[src/rtl/zloop_pkg.sv]
package zloop_pkg;

   // Sequencer state: the idle state issues the first stack operation of a
   // sequence, the tail states issue the second one.
   typedef enum logic [1:0] {
      ZL_IDLE      = 2'd0,
      ZL_PUSH_TAIL = 2'd1,
      ZL_PULL_TAIL = 2'd2
   } zl_state_e;

   // Update applied to the loop context registers in a cycle.
   typedef enum logic [2:0] {
      CTX_HOLD     = 3'd0,
      CTX_CAPTURE  = 3'd1,
      CTX_LOAD     = 3'd2,
      CTX_DEC      = 3'd3,
      CTX_POP_FLAG = 3'd4,
      CTX_POP_REGS = 3'd5
   } ctx_op_e;

endpackage

[src/rtl/zloop_zext.sv]
module zloop_zext #(
   parameter int IW = 16,
   parameter int OW = 16
) (
   input  logic [IW-1:0] din,
   output logic [OW-1:0] dout
);
   localparam int PAD = OW - IW;

   if (IW > OW) begin : g_bad_width
      $error("zloop_zext: input wider than output");
   end
   if (PAD == 0) begin : g_pass
      assign dout = din;
   end else begin : g_pad
      assign dout = {{PAD{1'b0}}, din};
   end
endmodule

[src/rtl/zloop_end_cmp.sv]
module zloop_end_cmp #(
   parameter int AW = 16,
   parameter int CW = 16
) (
   input  logic          fetch_valid,
   input  logic [AW-1:0] fetch_addr,
   input  logic [AW-1:0] la,
   input  logic [CW-1:0] lc,
   input  logic          lf,
   output logic          hit,
   output logic          last
);
   localparam logic [CW-1:0] ONE = CW'(1);

   // The comparison only counts while a loop is active.
   assign hit  = fetch_valid && lf && (fetch_addr == la);
   assign last = (lc == ONE);
endmodule

[src/rtl/zloop_seq.sv]
module zloop_seq
   import zloop_pkg::*;
(
   input  logic    clk,
   input  logic    rst_n,
   input  logic    do_req,
   input  logic    count_zero,
   input  logic    enddo_req,
   input  logic    lf,
   input  logic    hit,
   input  logic    last,
   output logic    ready,
   output logic    push,
   output logic    pull,
   output logic    push_tail,
   output logic    skip,
   output logic    loop_back,
   output ctx_op_e op
);
   zl_state_e state_q, state_d;

   always_ff @(posedge clk or negedge rst_n) begin
      if (!rst_n) state_q <= ZL_IDLE;
      else        state_q <= state_d;
   end

   always_comb begin
      state_d   = state_q;
      push      = 1'b0;
      pull      = 1'b0;
      push_tail = 1'b0;
      skip      = 1'b0;
      loop_back = 1'b0;
      op        = CTX_HOLD;
      ready     = (state_q == ZL_IDLE);
      case (state_q)
         ZL_IDLE: begin
            if (do_req) begin
               if (count_zero) begin
                  skip = 1'b1;
               end else begin
                  push    = 1'b1;
                  op      = CTX_CAPTURE;
                  state_d = ZL_PUSH_TAIL;
               end
            end else if (enddo_req && lf) begin
               pull    = 1'b1;
               op      = CTX_POP_FLAG;
               state_d = ZL_PULL_TAIL;
            end else if (hit) begin
               if (!last) begin
                  loop_back = 1'b1;
                  op        = CTX_DEC;
               end else begin
                  pull    = 1'b1;
                  op      = CTX_POP_FLAG;
                  state_d = ZL_PULL_TAIL;
               end
            end
         end
         ZL_PUSH_TAIL: begin
            push      = 1'b1;
            push_tail = 1'b1;
            op        = CTX_LOAD;
            state_d   = ZL_IDLE;
         end
         ZL_PULL_TAIL: begin
            pull    = 1'b1;
            op      = CTX_POP_REGS;
            state_d = ZL_IDLE;
         end
         default: state_d = ZL_IDLE;
      endcase
   end
endmodule

[src/rtl/zloop_ctx.sv]
module zloop_ctx
   import zloop_pkg::*;
#(
   parameter int AW = 16,
   parameter int CW = 16
) (
   input  logic          clk,
   input  logic          rst_n,
   input  ctx_op_e       op,
   input  logic [AW-1:0] new_start,
   input  logic [AW-1:0] new_end,
   input  logic [CW-1:0] new_count,
   input  logic          pop_flag,
   input  logic [AW-1:0] pop_la,
   input  logic [CW-1:0] pop_lc,
   output logic [AW-1:0] la,
   output logic [CW-1:0] lc,
   output logic          lf,
   output logic [AW-1:0] pend_start
);
   logic [AW-1:0] pend_end;
   logic [CW-1:0] pend_count;

   always_ff @(posedge clk or negedge rst_n) begin
      if (!rst_n) begin
         la         <= '0;
         lc         <= '0;
         lf         <= 1'b0;
         pend_start <= '0;
         pend_end   <= '0;
         pend_count <= '0;
      end else begin
         case (op)
            CTX_CAPTURE: begin
               pend_start <= new_start;
               pend_end   <= new_end;
               pend_count <= new_count;
            end
            CTX_LOAD: begin
               la <= pend_end;
               lc <= pend_count;
               lf <= 1'b1;
            end
            CTX_DEC:      lc <= lc - CW'(1);
            CTX_POP_FLAG: lf <= pop_flag;
            CTX_POP_REGS: begin
               la <= pop_la;
               lc <= pop_lc;
            end
            default: ;
         endcase
      end
   end
endmodule

[src/rtl/zloop_ctrl.sv]
module zloop_ctrl
   import zloop_pkg::*;
#(
   parameter int AW     = 16,
   parameter int CW     = 16,
   parameter int SW     = 16,
   parameter int STK_W  = 16,
   parameter int LF_BIT = 15
) (
   input  logic             clk,
   input  logic             rst_n,
   input  logic             do_req,
   input  logic [AW-1:0]    do_start,
   input  logic [AW-1:0]    do_end,
   input  logic [CW-1:0]    do_count,
   input  logic             enddo_req,
   input  logic             fetch_valid,
   input  logic [AW-1:0]    fetch_addr,
   input  logic [SW-1:0]    sr_in,
   input  logic [STK_W-1:0] stk_rd_hi,
   input  logic [STK_W-1:0] stk_rd_lo,
   output logic             stk_push,
   output logic             stk_pull,
   output logic [STK_W-1:0] stk_wr_hi,
   output logic [STK_W-1:0] stk_wr_lo,
   output logic             pc_redirect,
   output logic [AW-1:0]    pc_target,
   output logic             ready,
   output logic [AW-1:0]    la,
   output logic [CW-1:0]    lc,
   output logic             lf
);
   if (AW > STK_W) begin : g_chk_aw
      $error("zloop_ctrl: address wider than a stack field");
   end
   if (CW > STK_W) begin : g_chk_cw
      $error("zloop_ctrl: count wider than a stack field");
   end
   if (SW > STK_W) begin : g_chk_sw
      $error("zloop_ctrl: status wider than a stack field");
   end
   if (LF_BIT >= SW) begin : g_chk_lf
      $error("zloop_ctrl: loop flag bit outside the status word");
   end

   logic          hit, last, push_tail, skip, loop_back;
   ctx_op_e       op;
   logic [AW-1:0] pend_start;
   logic [SW-1:0] sr_tagged;
   logic [STK_W-1:0] la_x, lc_x, start_x, sr_x;

   zloop_end_cmp #(.AW(AW), .CW(CW)) u_cmp (
      .fetch_valid (fetch_valid),
      .fetch_addr  (fetch_addr),
      .la          (la),
      .lc          (lc),
      .lf          (lf),
      .hit         (hit),
      .last        (last)
   );

   zloop_seq u_seq (
      .clk        (clk),
      .rst_n      (rst_n),
      .do_req     (do_req),
      .count_zero (do_count == '0),
      .enddo_req  (enddo_req),
      .lf         (lf),
      .hit        (hit),
      .last       (last),
      .ready      (ready),
      .push       (stk_push),
      .pull       (stk_pull),
      .push_tail  (push_tail),
      .skip       (skip),
      .loop_back  (loop_back),
      .op         (op)
   );

   zloop_ctx #(.AW(AW), .CW(CW)) u_ctx (
      .clk        (clk),
      .rst_n      (rst_n),
      .op         (op),
      .new_start  (do_start),
      .new_end    (do_end),
      .new_count  (do_count),
      .pop_flag   (stk_rd_lo[LF_BIT]),
      .pop_la     (stk_rd_hi[AW-1:0]),
      .pop_lc     (stk_rd_lo[CW-1:0]),
      .la         (la),
      .lc         (lc),
      .lf         (lf),
      .pend_start (pend_start)
   );

   // Saved status carries the live loop flag in its fixed bit.
   always_comb begin
      sr_tagged         = sr_in;
      sr_tagged[LF_BIT] = lf;
   end

   zloop_zext #(.IW(AW), .OW(STK_W)) u_x_la    (.din(la),         .dout(la_x));
   zloop_zext #(.IW(CW), .OW(STK_W)) u_x_lc    (.din(lc),         .dout(lc_x));
   zloop_zext #(.IW(AW), .OW(STK_W)) u_x_start (.din(pend_start), .dout(start_x));
   zloop_zext #(.IW(SW), .OW(STK_W)) u_x_sr    (.din(sr_tagged),  .dout(sr_x));

   assign stk_wr_hi   = push_tail ? start_x : la_x;
   assign stk_wr_lo   = push_tail ? sr_x    : lc_x;
   assign pc_redirect = skip | loop_back;
   assign pc_target   = skip ? (do_end + AW'(1)) : stk_rd_hi[AW-1:0];
endmodule

[config.mk]
export PLATFORM = sky130hd
export DESIGN_NAME = zloop_ctrl
export DESIGN_NICKNAME = d
export VERILOG_FILES = /design/src/rtl/zloop_pkg.sv /design/src/rtl/zloop_zext.sv /design/src/rtl/zloop_end_cmp.sv /design/src/rtl/zloop_seq.sv /design/src/rtl/zloop_ctx.sv /design/src/rtl/zloop_ctrl.sv
export SDC_FILE = /design/constraint.sdc
export NUM_CORES = 1
export LEC_CHECK = 0
export BUFFER_PORTS_ARGS = -buffer_cell sky130_fd_sc_hd__buf_4
export CORE_MARGIN = 2
export CORE_UTILIZATION = 39
export DETAILED_ROUTE_END_ITERATION = 16
export PLACE_DENSITY = 0.72
export SETUP_SLACK_MARGIN = 0.5
export SLEW_MARGIN = 20
export SYNTH_ARGS = -nofsm -noshare
export SYNTH_HDL_FRONTEND = slang
export SYNTH_SLANG_ARGS = --single-unit
export TNS_END_PERCENT = 50
[constraint.sdc]
create_clock -name clk -period 4.6 [get_ports clk]
set_input_delay 0.46 -clock clk [delete_from_list [all_inputs] [get_ports clk]]
set_output_delay 0.46 -clock clk [all_outputs]
set_load 0.02 [all_outputs]
* Word-level counts from Yosys, hierarchy flattened
Cells that the tools add are included. W data, S select, Z words.
Cells by class: add/subtract/negate cells 2, reductions and logical operators 9, bitwise operators 1, equality and inequality tests 12, mux-type cells 35
Operator list (count):
- $mux W16 | 3
- $pmux W16 S3 | 1
- $pmux W16 S2 | 1
- $add A16 B1 Y16 const B | 1
- $eq A16 B1 Y1 const B | 1
- $eq A16 B16 Y1 | 1
- $logic_not A16 Y1 | 1
- $mux W1 | 16
- $sub A16 B1 Y16 const B | 1
- $mux W2 | 6
- $mux W3 | 4
- $pmux W3 S3 | 1
- $ne A4 B2 Y1 const B | 2
- $eq A3 B2 Y1 const B | 2
- $eq A3 B3 Y1 const B | 2
- $pmux W1 S2 | 3
- $reduce_bool A2 Y1 | 2
- $eq A3 B1 Y1 const B | 1
- $logic_and A1 B1 Y1 | 3
- $ne A3 B3 Y1 const B | 1
- $reduce_and A3 Y1 | 1
- $reduce_bool A3 Y1 | 1
- $eq A2 B1 Y1 const B | 1
- $eq A2 B2 Y1 const B | 1
- other kinds (2) | 2
Storage, ports and cells: input port bits 117, word-level logic and storage cells 66, flip-flop bits (word level) 83, output and inout bits 85

* Longest topological paths before layout
depth in word-level cells 8, mapped depth 8

* Hierarchy
From an unflattened synthesis, not the netlist that was laid out.
Second synthesis, totals: cell total of the unflattened synthesis 654, area total of the unflattened synthesis 6117.1 um2
Modules (own cells, without submodules):
- zloop_ctx | cells each 414, seq. area each 2026.9 um2, instances 1, area each 4269.1 um2
- zloop_ctrl | cells each 126, seq. area each 0.0 um2, instances 1, area each 964.7 um2
- zloop_zext | cells each 16, seq. area each 0.0 um2, instances 4, area each 120.1 um2
- zloop_end_cmp | cells each 27, seq. area each 0.0 um2, instances 1, area each 220.2 um2
- zloop_seq | cells each 23, seq. area each 50.0 um2, instances 1, area each 182.7 um2

* Worst setup path before layout
No wires, ideal clock.
kind reg2out, from register u_ctx.lc[2], to output port pc_redirect, stages on the path, launching flop included 8, required time 4140 ps, path slack 2065 ps, arrival 2075 ps, path through dfrtp_1 > clkbuf_1 > nor4_2 > nand4_1 > and3_1 > nand2_1 > buf_2 > o21ai_0
On the way: longest elaborated chain between the ends 7
RTL lines:
- start: declaration | line zloop_ctx.sv:17 | output logic [CW-1:0] lc,
- start signal: assignment | line zloop_ctx.sv:41 | lc <= pend_count;
- start signal: assignment | line zloop_ctx.sv:44 | CTX_DEC: lc <= lc - CW'(1);
- start signal: assignment | line zloop_ctx.sv:48 | lc <= pop_lc;
- $eq A16 B1 Y1 | line zloop_end_cmp.sv:17 | assign last = (lc == ONE);
- $mux W1 | line zloop_seq.sv:51 | if (!last) begin
- $mux W1 | line zloop_seq.sv:50 | end else if (hit) begin
- $mux W1 | line zloop_seq.sv:46 | end else if (enddo_req && lf) begin
- $mux W1 | line zloop_seq.sv:38 | if (do_req) begin
- $mux W1 | line zloop_seq.sv:36 | case (state_q)
- $or A1 B1 Y1 | line zloop_ctrl.sv:109 | assign pc_redirect = skip | loop_back;
- end: declaration | line zloop_ctrl.sv:26 | output logic pc_redirect,
No other way between the ends.

* Worst setup path in the final report
from register u_seq.state_q[1], to output port pc_redirect
On the way: longest elaborated chain between the ends 3, elaborated cells on any way between the ends 4, classes of those cells mux: 2; bitwise: 1; reduce/logical: 1
RTL lines:
- start: declaration | line zloop_seq.sv:20 | zl_state_e state_q, state_d;
- start signal: assignment | line zloop_seq.sv:24 | else state_q <= state_d;
- $logic_not A2 Y1 * | line zloop_seq.sv:36
- $mux W1 | line zloop_seq.sv:36
- $or A1 B1 Y1 * | line zloop_ctrl.sv:109
Every way passes the cells marked *; elsewhere a longest branch is shown, timed or not.

==> metrics.txt <==
area leader, netlist=sky130_fd_sc_hd__dfrtp_1; fraction of registers with async set or reset after synthesis=100.0%; Setup crit end kind=output pin; Worst Hold Class=in -> async; Worst EP arrival=just over 3 ns; routed wire length=16200 um; largest fanout on the critical path=27; endpoints failing setup=0; nature of the critical path startpoint=register; detailed-routing iteration count for the pre-antenna-repair pass=4; Clock Path Buffers=2; initial antenna violation count=0; Worst-path clk slew=about 0.060 ns; clock tree from TritonCTS=done; beginning of the critical path=u_seq.state_q[1]; number of hold violations in the final report=0; H-tree lvl count=3; GRT Util Overall=22.96%; max-capacitance violation count=0; result of the run=finished, final reports clean; launch instance of the worst register-to-register path=u_seq.state_q[0]; fraction of layout instances using a drive strength above 1=37.93%; Chip Width=117.6 um; power density normalized to cell area=between 400 and 500 nW/um^2; nets in the synthesized netlist=around 700; Synth warnings=0; unrepaired setup endpoints after global routing=no; maximum frequency from static timing analysis=0.2842 GHz; PortBufs=200; effective utilization at floorplan=about two fifths; relative slew slack=~36%; largest net degree at the start of global routing=46; post-synthesis area per instance=a little under 9 um^2; drc violations=0; Area after DPL=6660 um^2; overflow left after global routing=0; minimum clock period=3.519 ns; destination of the worst register-to-register timing path=u_ctx.lc[12]; worst skew pair latency=~0.33 ns; number of hold buffers added after CTS=0; cells along the critical path=or3_4 -> nor3_4 -> and4_1 -> nand2_1 -> o21ai_0 -> buf_4; std cell rows=slightly above 40; synthesized instance count=between 500 and 600; CTS sink cnt=83; final worst clock skew=about 0.0056 ns; endpoint of the worst setup timing path=pc_redirect; total non-filler cell area in the finished layout=approximately 7000 um^2; area of the core region=between 10000 and 15000 um^2; Diodes inserted=0; vias in the first global route=4897; number of violations reported at the end of detailed-routing iteration 0=218; top-level port count=202; Via Count=4860; total chip power=around 3.4 mW; Final Max Tran Viols=0; Final period util=about three quarters; setup TNS=0 ns; Synth Register Bits=between 80 and 90; share of the core filled with cells in the final layout=around 55%; weighted congestion at the end of routability-driven global placement=between 0.8 and 0.9; net total in the final layout=~870; Vias/cell=~5.2; top cell type's share of synthesized area=roughly 41%; data required time at the worst endpoint=about 4.1 ns; cell at the slowest stage of the critical path=sky130_fd_sc_hd__dfrtp_1; sequential fraction of the synthesis area=between 40% and 50%; Crit Path Category=reg -> out; post-cts sizing count=0; die area=13820 um^2; Area contributors post-synth=sky130_fd_sc_hd__dfrtp_1 (41%), sky130_fd_sc_hd__mux2_2 (12%), sky130_fd_sc_hd__nand2_1 (8.5%), sky130_fd_sc_hd__nor2_1 (5.1%), sky130_fd_sc_hd__xnor2_1 (4.0%); number of clock buffers inserted by TritonCTS=9; Final ANT Viol Nets=0; worst setup slack for register-to-register paths=approximately 1.3 ns; synthesized cell area=approximately 5000 um^2; Top FF cell, synth=sky130_fd_sc_hd__dfrtp_1; Max stage delay on crit path=between 0.7 and 0.8 ns; number of distinct standard cells referenced by the synthesized netlist=46; Leakage=around 3.2 nW; CTS Root Cell=sky130_fd_sc_hd__clkbuf_16; slew at the pin closest to its max-slew limit=0.9565 ns; first-pass GRT wire length=between 20000 and 30000 um; peak supply drop=approximately 220 uV; area growth from synthesis to final layout=38.66%; length in cells of the worst reg-to-reg path=6; HPWL after detailed placement=around 12000 um; Post-CTS Setup Inserts=0; Post-synth EDFFs=0; floorplan die height=between 100 and 150 um; Avg WL per Cell=17.49 um
-- report_power, final --
group | internal [mW] | switching [mW] | total (mW)
combinational | 0.652 | 0.759 | 1.41
sequential | 0.927 | 0.275 | 1.20
clock | 0.463 | 0.284 | 0.746
total | 2.04 | 1.32 | 3.36
-- cell families after synthesis --
| logic type | after synthesis | share of synthesized area [%] |
|---|---|---|
| and+or+nand+nor | 247 | 22.04 |
| DFF | 83 | 41.29 |
| AOI/OAI and AO/OA | 77 | 9.702 |
| muxes | 69 | 15.10 |
| buffers and inverters | 46 | 3.632 |
| xor gates and xnor gates | 43 | 7.488 |
| adders and majority gates | 3 | 0.7463 |
-- synth_stat cells, drive strengths merged, types with 9 or more instances --
| library cell | n |
|---|---|
| o22ai | 18 |
| nand2 | 114 |
| nor3 | 11 |
| clkbuf | 31 |
| nand3 | 13 |
| dfrtp | 83 |
| o21ai | 18 |
| a21oi | 18 |
| mux2 | 55 |
| xnor2 | 23 |
| xor2 | 20 |
| nor2 | 69 |
| mux2i | 14 |
| nor4 | 9 |
| inv | 10 |
-- per-stage QoR --
| step | worst slack, ns | hold slack, ns | cells |
|---|---|---|---|
| floorplan | 2.065 | 0.1644 | 568 |
| global placement | 1.473 | 0.4535 | 910 |
| detailed placement | 1.432 | 0.4581 | 910 |
| CTS | 1.132 | 0.09894 | 926 |
| global route | 0.9603 | 0.1258 | 926 |
| finish | 1.081 | 0.09194 | 926 |
-- layout by cell type, fill, tap and decap left out, types with 8 or more instances in the layout --
cell type	n
sky130_fd_sc_hd__a21oi_1	18
sky130_fd_sc_hd__buf_4	205
sky130_fd_sc_hd__clkbuf_16	9
sky130_fd_sc_hd__dfrtp_1	83
sky130_fd_sc_hd__inv_1	10
sky130_fd_sc_hd__mux2_2	55
sky130_fd_sc_hd__mux2i_1	14
sky130_fd_sc_hd__nand2_1	114
sky130_fd_sc_hd__nand3_1	12
sky130_fd_sc_hd__nor2_1	68
sky130_fd_sc_hd__nor3_1	10
sky130_fd_sc_hd__o21ai_0	14
sky130_fd_sc_hd__o221ai_1	8
sky130_fd_sc_hd__o22ai_1	18
sky130_fd_sc_hd__xnor2_1	23
sky130_fd_sc_hd__xor2_1	20
-- worst min-delay path by stage --
| stage | from | endpoint | cells past startpoint |
|---|---|---|---|
| after floorplan | rst_n | u_ctx.la[0] | 0 |
| after global placement | rst_n | u_ctx.pend_end[13] | 1 |
| after detailed placement | rst_n | u_ctx.pend_end[14] | 1 |
| after CTS | rst_n | u_ctx.la[15] | 1 |
| after global routing | rst_n | u_ctx.la[15] | 1 |
| final | rst_n | u_ctx.la[15] | 1 |
-- final cells by class --
class	instances	area, um^2
timing repair buffer	205	1539
multi-input combinational	439	2788
fill	1191	5645
inverter	11	41.29
clock inverter	4	47.55
clock buffer	12	266.5
sequential	83	2077
tap	172	215.2
-- flip-flops by register name, indices dropped and copies added (netlist names) --
register	flops
u_seq.state_q	2
u_ctx.lc	16
u_ctx.lf	1
u_ctx.pend_start	16
u_ctx.pend_end	16
u_ctx.la	16
u_ctx.pend_count	16
-- routing by layer --
layer  vias to the layer above  track usage [%]  wire [um]
li1                       2328                -          -
met1                      2326            27.76       6681
met2                       196            40.42       8139
met3                        10            5.959       1236
met4                         0            6.401        139
met5                         -                0          0
-- worst max-delay path, delay by kind of cell, from the launching register on --
family / cells / cell delay, ns
and+or+nand+nor: 4 / 1.50
DFF: 1 / 0.74
AOI/OAI and AO/OA: 1 / 0.27
buffers and inverters: 1 / 0.20
No activity file was read; power rests on OpenSTA's default activity.
